`src/rtl/hf_pkg.sv`:
```
package hf_pkg;

  localparam int SFD_W  = 16;
  localparam int SIG_W  = 8;
  localparam int SVC_W  = 8;
  localparam int LEN_W  = 16;
  localparam int CRC_W  = 16;
  localparam logic [CRC_W-1:0] CRC_POLY = 16'h1021;
  localparam logic [CRC_W-1:0] CRC_SEED = 16'hFFFF;

  typedef enum logic [2:0] {
    F_IDLE, F_PRE, F_SFD, F_SIG, F_SVC, F_LEN, F_CRC
  } field_e;

  // Field that follows f in the given protocol mode.
  function automatic field_e next_field(field_e f, logic [1:0] mode);
    case (f)
      F_PRE: return F_SFD;
      F_SFD: begin
        case (mode)
          2'd0:    return F_IDLE;
          2'd1:    return F_CRC;
          2'd2:    return F_LEN;
          default: return F_SIG;
        endcase
      end
      F_SIG:   return F_SVC;
      F_SVC:   return F_LEN;
      F_LEN:   return F_CRC;
      default: return F_IDLE;
    endcase
  endfunction

  // Width in bits of a fixed-size header field.
  function automatic logic [8:0] fixed_len(field_e f);
    case (f)
      F_SFD:   return 9'(SFD_W);
      F_SIG:   return 9'(SIG_W);
      F_SVC:   return 9'(SVC_W);
      F_LEN:   return 9'(LEN_W);
      F_CRC:   return 9'(CRC_W);
      default: return 9'd1;
    endcase
  endfunction

  // One serial CRC step, MSB-side feedback.
  function automatic logic [CRC_W-1:0] crc_step(logic [CRC_W-1:0] c, logic b);
    logic fb;
    fb = c[CRC_W-1] ^ b;
    return {c[CRC_W-2:0], 1'b0} ^ (fb ? CRC_POLY : '0);
  endfunction

  // Protected fields: everything after the preamble up to the CRC.
  function automatic logic is_protected(field_e f);
    return (f == F_SFD) || (f == F_SIG) || (f == F_SVC) || (f == F_LEN);
  endfunction

endpackage

```
`src/rtl/hf_crc_unit.sv`:
```
module hf_crc_unit
  import hf_pkg::*;
(
  input  logic             clk,
  input  logic             rst_n,
  input  logic             clear,
  input  logic             step,
  input  logic             din,
  output logic [CRC_W-1:0] crc_q
);

  always_ff @(posedge clk or negedge rst_n) begin
    if (!rst_n)      crc_q <= CRC_SEED;
    else if (clear)  crc_q <= CRC_SEED;
    else if (step)   crc_q <= crc_step(crc_q, din);
  end

  // the remainder only moves on a protected-bit step or a new header
  a_r6_crc_hold: assert property (@(posedge clk) disable iff (!rst_n)
    (!clear && !step) |=> $stable(crc_q));

endmodule

```
`src/rtl/hf_bit_mux.sv`:
```
module hf_bit_mux
  import hf_pkg::*;
(
  input  field_e           field,
  input  logic [3:0]       idx,
  input  logic [SFD_W-1:0] sfd,
  input  logic [SIG_W-1:0] sig,
  input  logic [SVC_W-1:0] svc,
  input  logic [LEN_W-1:0] len,
  input  logic [CRC_W-1:0] crc,
  output logic             bit_o
);

  always_comb begin
    case (field)
      F_PRE:   bit_o = 1'b1;
      F_SFD:   bit_o = sfd[idx];
      F_SIG:   bit_o = sig[idx[2:0]];
      F_SVC:   bit_o = svc[idx[2:0]];
      F_LEN:   bit_o = len[idx];
      F_CRC:   bit_o = ~crc[4'(CRC_W-1) - idx];
      default: bit_o = 1'b0;
    endcase
  end

endmodule

```
`src/rtl/hdr_framer.sv`:
```
module hdr_framer
  import hf_pkg::*;
#(
  parameter int PRE_W = 9
) (
  input  logic             clk,
  input  logic             rst_n,
  input  logic [1:0]       cfg_mode,
  input  logic [PRE_W-1:0] cfg_pre_len,
  input  logic [SFD_W-1:0] cfg_sfd,
  input  logic [SIG_W-1:0] cfg_sig_dbpsk,
  input  logic [SIG_W-1:0] cfg_sig_dqpsk,
  input  logic             cfg_mod_sel,
  input  logic [SVC_W-1:0] cfg_service,
  input  logic [LEN_W-1:0] cfg_length,
  input  logic             start,
  input  logic             bit_ready,
  output logic             bit_out,
  output logic             bit_valid,
  output logic             hdr_done,
  output logic [CRC_W-1:0] crc_status
);

  localparam int IDX_W = (PRE_W > 5) ? PRE_W : 5;

  field_e             field_q;
  logic [IDX_W-1:0]   idx_q;
  logic [1:0]         mode_q;
  logic [PRE_W-1:0]   pre_q;
  logic [SFD_W-1:0]   sfd_q;
  logic [SIG_W-1:0]   sig_q;
  logic [SVC_W-1:0]   svc_q;
  logic [LEN_W-1:0]   len_q;
  logic               done_q;
  logic [CRC_W-1:0]   stat_q;
  logic [CRC_W-1:0]   crc_q;

  // Named internal events
  logic               idle;
  logic               launch;
  logic               xfer;
  logic               field_end;
  logic               last_bit;
  logic [IDX_W-1:0]   cur_len;
  field_e             nxt_field;
  logic               mux_bit;

  assign idle      = (field_q == F_IDLE);
  assign launch    = idle && start;
  assign xfer      = !idle && bit_ready;
  assign cur_len   = (field_q == F_PRE) ? IDX_W'(pre_q) : IDX_W'(fixed_len(field_q));
  assign field_end = (idx_q == cur_len - 1'b1);
  assign nxt_field = next_field(field_q, mode_q);
  assign last_bit  = xfer && field_end && (nxt_field == F_IDLE);

  always_ff @(posedge clk or negedge rst_n) begin
    if (!rst_n) begin
      field_q <= F_IDLE;
      idx_q   <= '0;
      mode_q  <= '0;
      pre_q   <= '0;
      sfd_q   <= '0;
      sig_q   <= '0;
      svc_q   <= '0;
      len_q   <= '0;
      done_q  <= 1'b0;
      stat_q  <= '0;
    end else begin
      done_q <= 1'b0;
      if (launch) begin
        mode_q  <= cfg_mode;
        pre_q   <= cfg_pre_len;
        sfd_q   <= cfg_sfd;
        sig_q   <= cfg_mod_sel ? cfg_sig_dqpsk : cfg_sig_dbpsk;
        svc_q   <= cfg_service;
        len_q   <= cfg_length;
        idx_q   <= '0;
        field_q <= (cfg_pre_len == '0) ? F_SFD : F_PRE;
      end else if (xfer) begin
        if (field_end) begin
          idx_q   <= '0;
          field_q <= nxt_field;
          if (field_q == F_CRC) stat_q <= ~crc_q;
          if (last_bit) done_q <= 1'b1;
        end else begin
          idx_q <= idx_q + 1'b1;
        end
      end
    end
  end

  hf_crc_unit u_crc (
    .clk   (clk),
    .rst_n (rst_n),
    .clear (launch),
    .step  (xfer && is_protected(field_q)),
    .din   (mux_bit),
    .crc_q (crc_q)
  );

  hf_bit_mux u_mux (
    .field (field_q),
    .idx   (idx_q[3:0]),
    .sfd   (sfd_q),
    .sig   (sig_q),
    .svc   (svc_q),
    .len   (len_q),
    .crc   (crc_q),
    .bit_o (mux_bit)
  );

  assign bit_out    = mux_bit;
  assign bit_valid  = !idle;
  assign hdr_done   = done_q;
  assign crc_status = stat_q;

  // completion strobe is a single cycle with nothing offered
  a_r8_done_idle: assert property (@(posedge clk) disable iff (!rst_n)
    hdr_done |-> !bit_valid);
  a_r8_done_pulse: assert property (@(posedge clk) disable iff (!rst_n)
    hdr_done |=> !hdr_done);
  // a refused bit is held
  a_r7_hold: assert property (@(posedge clk) disable iff (!rst_n)
    (bit_valid && !bit_ready) |=> (bit_valid && $stable(bit_out)));
  // status moves only together with the completion strobe
  a_r10_status: assert property (@(posedge clk) disable iff (!rst_n)
    !$stable(crc_status) |-> hdr_done);
  // mode 0 never reaches the CRC field
  a_r4_mode0_no_crc: assert property (@(posedge clk) disable iff (!rst_n)
    (field_q == F_CRC) |-> (mode_q != 2'd0));
  // a start during a header does not restart it
  a_r9_busy_start: assert property (@(posedge clk) disable iff (!rst_n)
    (bit_valid && start && !bit_ready) |=> $stable(idx_q));

endmodule

```
`config.mk`:
```
export PLATFORM = sky130hd
export DESIGN_NAME = hdr_framer
export DESIGN_NICKNAME = d
export VERILOG_FILES = /design/src/rtl/hf_pkg.sv /design/src/rtl/hf_crc_unit.sv /design/src/rtl/hf_bit_mux.sv /design/src/rtl/hdr_framer.sv
export SDC_FILE = /design/constraint.sdc
export NUM_CORES = 1
export LEC_CHECK = 0
export ABC_AREA = 1
export CAP_MARGIN = 20
export CORE_AREA = 10 10 133 99
export CTS_CLUSTER_DIAMETER = 40
export CTS_CLUSTER_SIZE = 12
export DETAILED_ROUTE_END_ITERATION = 8
export DIE_AREA = 0 0 143 109
export PLACE_DENSITY = 0.89
export SETUP_SLACK_MARGIN = 0.4
export SYNTH_ARGS = -nofsm -noshare
export SYNTH_HDL_FRONTEND = slang
export SYNTH_SLANG_ARGS = --single-unit
```
`constraint.sdc`:
```
create_clock -name clk -period 3.1 [get_ports clk]
set_input_delay 0.62 -clock clk [delete_from_list [all_inputs] [get_ports clk]]
set_output_delay 0.62 -clock clk [all_outputs]
set_load 0.05 [all_outputs]
```
Yosys cells after proc, flatten, opt, wreduce, memory -nomap -nowiden
Index checks and enable logic that the tools add are counted.

Register bits: 104. Bits of input ports: 72. Output and inout bits: 19.

$add $sub $neg: 3. Magnitude comparators: 3. Equal/unequal tests: 9. Multiplexer cells: 30. Bitwise logic cells: 5. Reduce and logical (&&, ||, !) cells: 20.

Operators by type and width (count): $mux W9 (4); $mux W16 (2); $not A16 Y16 (1); $xor A16 B16 Y16 (1); $pmux W3 S5 (1); $mux W13 (1); $bmux W1 S4 (3); $lt A4 B5 Y1 const B (2); $pmux W5 S2 (1); $add A9 B1 Y9 const B (1); $eq A3 B3 Y1 const B (3); $eq A9 B9 Y1 (1); $logic_not A9 Y1 (1); $mux W1 (9); $mux W3 (3); $pmux W3 S3 (1); $sub A9 B1 Y9 const B (1); $mux W8 (1); $bmux W1 S3 (2); $eq A3 B2 Y1 const B (2); $logic_not A3 Y1 (2); $pmux W1 S6 (1); $reduce_bool A2 Y1 (3); $logic_and A1 B1 Y1 (5); other kinds (15) (18).

Longest topological paths before layout
Word-level depth: 12. Gate-level depth with buffers: 20. Depth with buffers taken out: 20.

Cells and area by module
Synthesis repeated with hierarchy kept, for this count alone.

Cells, all modules: 788. Area total of the unflattened synthesis: 5940.7 sq um.

By module, submodules not included: hdr_framer (times used 1, cells each 528, area an instance 4321.6 sq um); hf_bit_mux (times used 1, cells each 193, area an instance 874.6 sq um); hf_crc_unit (times used 1, cells each 67, area an instance 744.5 sq um).

Least setup slack after synthesis
Ideal clock, no wire load.

Path kind: register to register. From: register field_q[0]. To: register stat_q[0] (netlist: crc_status[0]). Library setup time: 0.119 ns. Arrival time: 2.753 ns. Path slack: 0.228 ns. Cell stages (with the launch flop): 19. Path buffers: 1. Period minus slack after synthesis: 2.872 ns. Path through: dfrtp_1 -> nor2_1 -> nand2_1 -> nand2_1 -> clkinv_1 -> nand2_1 -> inv_2 -> ha_1 -> nor3_1 -> nor2_1 -> nand2_1 -> nand2_1 -> nor2_1 -> nand3_1 -> nor3_4 -> nand3_4 -> buf_6 -> nand2_1 -> nand2_1.

RTL lines: from (decl) (line hdr_framer.sv:26) `field_e field_q;`; from (signal assigned) (line hdr_framer.sv:78) `field_q <= (cfg_pre_len == '0) ? F_SFD : F_PRE;`; from (signal assigned) (line hdr_framer.sv:82) `field_q <= nxt_field;`; $logic_not A3 Y1 (line hdr_framer.sv:48) `assign idle = (field_q == F_IDLE);`; $logic_not A1 Y1; via bit_valid (line hdr_framer.sv:19) `output logic bit_valid,`; $logic_and A1 B1 Y1 (line hdr_framer.sv:50) `assign xfer = !idle && bit_ready;`; $reduce_and A4 Y1 (no source line); to (signal assigned) (line hdr_framer.sv:83) `if (field_q == F_CRC) stat_q <= ~crc_q;`; to (decl) (line hdr_framer.sv:35) `logic [CRC_W-1:0] stat_q;`.

The timed path passes the listed nets, and every way through them passes these cells. A chain may end at the register's enable or synchronous reset.

Final worst setup path
From: register idx_q[0]. To: output port bit_out.

Word-level cells in the longest chain between the ends: 5.

RTL lines: from (decl) (line hdr_framer.sv:27) `logic [IDX_W-1:0] idx_q;`; from (signal assigned) (line hdr_framer.sv:86) `idx_q <= idx_q + 1'b1;`; $sub A4 B4 Y4 (line hf_bit_mux.sv:21) `F_CRC: bit_o = ~crc[4'(CRC_W-1) - idx];`; $bmux W1 S4 (line hf_bit_mux.sv:21); $mux W1 (not written as such) (line hf_bit_mux.sv:21); $not A1 Y1 (line hf_bit_mux.sv:21); $pmux W1 S6 (*) (line hf_bit_mux.sv:15) `case (field)`; to (decl) (line hdr_framer.sv:18) `output logic bit_out,`.

Mark *: on every way between the ends. The rest lies on a longest branch, timed or not. The select of a mux whose other input is x is not followed.

==> flow_metrics.tcl <==
set metrics [dict create \
    status "completed" \
    dp_cells 973 \
    power_switching_uw 3270 \
    min_path_type "in2async" \
    synth_seq_area_share 0.469 \
    port-buffer-count 90 \
    path_clk_slew_ns 0.08 \
    synthFlopType "dfrtp_1" \
    wl_per_cell_um 16.7 \
    r2r-end "crc_status[6]$_DFFE_PN0P_" \
    worst_slew_pin_slew_ns 1.13 \
    path_class "reg2out" \
    ys_seq_elements 104 \
    finalClockSkew_ns 0.0101 \
    cp-end-kind "output port" \
    die_h_um 109 \
    clkPwrFrac 0.166 \
    synth_top_cell_area_share 0.393 \
    drv_slew 0 \
    h-tree-depth 3 \
    yosysTopAreaCell "dfrtp_1" \
    start_util 0.524 \
    fin_setup_tns_ns 0 \
    max_stage_delay_ns 0.46 \
    crit_arrival_ns 2.06 \
    track_usage 0.207 \
    drt_iter0_drc 601 \
    antenna_found_initial 0 \
    seq_power_share 0.294 \
    gr-total-overflow 0 \
    setup_viol 0 \
    coreArea_um2 10700 \
    maxCapViolations 0 \
    ys_warn_count 0 \
    crit_required_ns 2.48 \
    maxSlewHeadroom 0.246 \
    layout-drive-gt1-share 0.135 \
    route.detailed.drc 0 \
    p_leak_uw 0.00362 \
    cts_buffer_depth 2 \
    yosys-top-cells-count "nand2_1, inv_1, dfrtp_1" \
    reg2reg_depth 19 \
    antenna_cells 0 \
    crit_chain "clkinvlp_4, buf_6, buf_6, o21ai_2, nand3_1, nand3_2, nand3_2, nor2_4, nand2_4, buf_12" \
    grt_max_degree 93 \
    rows 32 \
    syn_area_um2 5600 \
    grt_pass1_vias 5438 \
    cp-start-kind "flip-flop" \
    max_freq_mhz 373 \
    clock_latency_ns 0.36 \
    synthArstFlopShare 1.00 \
    internal_power_uw 3890 \
    place_congestion 0.973 \
    p_total_uw 7160 \
    dieWidth_um 143 \
    multi_input_area_um2 2610 \
    final_core_util 0.688 \
    cts.sinks 104 \
    yosysMostFrequentCell "nand2_1" \
    ir_drop_mv 0.568 \
    yosysUniqueCellTypes 29 \
    die_area_um2 15600 \
    dp_hpwl_um 10900 \
    numCtsBuffers 9 \
    syn_nets 841 \
    r2r-start "field_q[1]$_DFFE_PN0P_" \
    synth-edff-count 0 \
    seq_area_um2 2630 \
    reg2reg_slack_ns 0.51 \
    cts_root_buf "clkbuf_16" \
    wl_um 16800 \
    vias 5686 \
    layout.nets 945 \
    cp_max_fo 5 \
    syn2layout_area_growth_pct 31.4 \
    critical_path.slowest_cell "dfrtp_2" \
    via_per_inst 5.64 \
    p_comb_frac 0.540 \
    fin_crit_ns 2.68 \
    cts_tree "yes" \
    power_density_nw_per_um2 974 \
    final.period_utilization 0.865 \
    antenna_left 0 \
    drt_pass1_iterations 6 \
    rsz0062_at_grt "no" \
    fillers 793 \
    syn_area_per_cell_um2 7.33 \
    synth_area_leaders "dfrtp_1, nand2_1, dfstp_2, nand3_1, inv_1" \
    boundaryPins 91 \
    swShare 0.457 \
    synthCells 764 \
    stdcell_count 1009 \
    hold_violations 0 \
    grt_pass1_wl_um 26200 \
]
-- registers in the layout (all words and copies together), names as in the netlist --
name         cells
sfd_q           16
crc_status      16
len_q           16
sig_q            8
pre_q            9
svc_q            8
mode_q           2
field_q          3
idx_q            9
u_crc.crc_q     16
hdr_done         1
-- final cells by class --
type	count	share of cell area
clock buffer	10	0.0311
clock inverter	6	0.0104
inverter	100	0.0524
multi-input combinational	529	0.355
sequential	104	0.357
tap	136	0.0231
timing repair buffer	123	0.170
timing repair inverter	1	0.00102
-- what timing repair did --
| item | CTS | global route |
|---|---|---|
| cloned | 1 | 3 |
| gates resized for setup | 8 | 49 |
| endpoints found under the setup margin | 23 | 30 |
| buffers inserted | 4 | 12 |
| pin swaps | 3 | 16 |
| hold buffers | 0 | 0 |
-- power by group through the flow --
stage	combinational (uW)	clock [uW]	sequential (uW)
after floorplan	2290	0	2020
after global placement	3060	0	2070
after detailed placement	3150	0	2080
after CTS	3330	1190	2070
after global routing	4260	1240	2160
final	3860	1190	2110
-- layout by cell type (no fill, tap or decap), types with 9 or more instances in the layout --
cell | netlist | routed
xor2_1 | 9 | 9
dfrtp_1 | 88 | 83
nand2_2 | 2 | 12
clkbuf_16 | 0 | 10
nand2_1 | 256 | 244
nand4_1 | 19 | 19
a22oi_1 | 13 | 13
o211ai_1 | 11 | 11
inv_1 | 94 | 89
buf_4 | 0 | 22
o21ai_0 | 60 | 57
nand3_1 | 74 | 71
clkdlybuf4s50_1 | 0 | 88
dfstp_2 | 16 | 16
nor2_1 | 55 | 49
-- kinds of logic after synthesis --
logic type               synth area share
AO/OA/AOI/OAI                      0.0961
XOR/XNOR                           0.0157
adder cells (fa/ha/maj)            0.0112
buffers and inverters              0.0905
flip-flops                          0.469
AND/OR/NAND/NOR                     0.318
-- critical path: cells and delay by family (launching register included) --
family | cells | cell delay, ns
buffers and inverters | 4 | 0.60
AND/OR/NAND/NOR | 5 | 0.53
flip-flops | 1 | 0.46
AO/OA/AOI/OAI | 1 | 0.11
-- how the worst max path moves through the flow --
stage,startpoint,to,slack (ns),cells past startpoint
floorplan,field_q[0]$_DFFE_PN0P_,crc_status[0]$_DFFE_PN0P_,0.41,18
global placement,field_q[1]$_DFFE_PN0P_,crc_status[12]$_DFFE_PN0P_,0.43,17
detailed placement,field_q[1]$_DFFE_PN0P_,crc_status[7]$_DFFE_PN0P_,0.24,17
CTS,idx_q[1]$_DFFE_PN0P_,bit_out,0.34,10
global route,idx_q[0]$_DFFE_PN0P_,bit_out,0.33,10
finish,idx_q[0]$_DFFE_PN0P_,bit_out,0.42,10
-- per-layer routing --
layer	up-vias	global-route usage	part of all wire
met2	340	0.323	0.45
met5	-	0	0
met4	0	0.0683	0.028
met1	2660	0.271	0.41
li1	2633	-	-
met3	53	0.0608	0.12
-- through the flow --
| step | hold WS, ns | setup WS, ns | instance area, um^2 |
|---|---|---|---|
| after floorplan | 0.324 | 0.409 | 5610 |
| after global placement | 0.460 | 0.428 | 6700 |
| after detailed placement | 0.462 | 0.243 | 6700 |
| after CTS | 0.189 | 0.341 | 7090 |
| after global routing | 0.196 | 0.330 | 7350 |
| final | 0.175 | 0.418 | 7350 |
(Power assumes the default switching activity.)
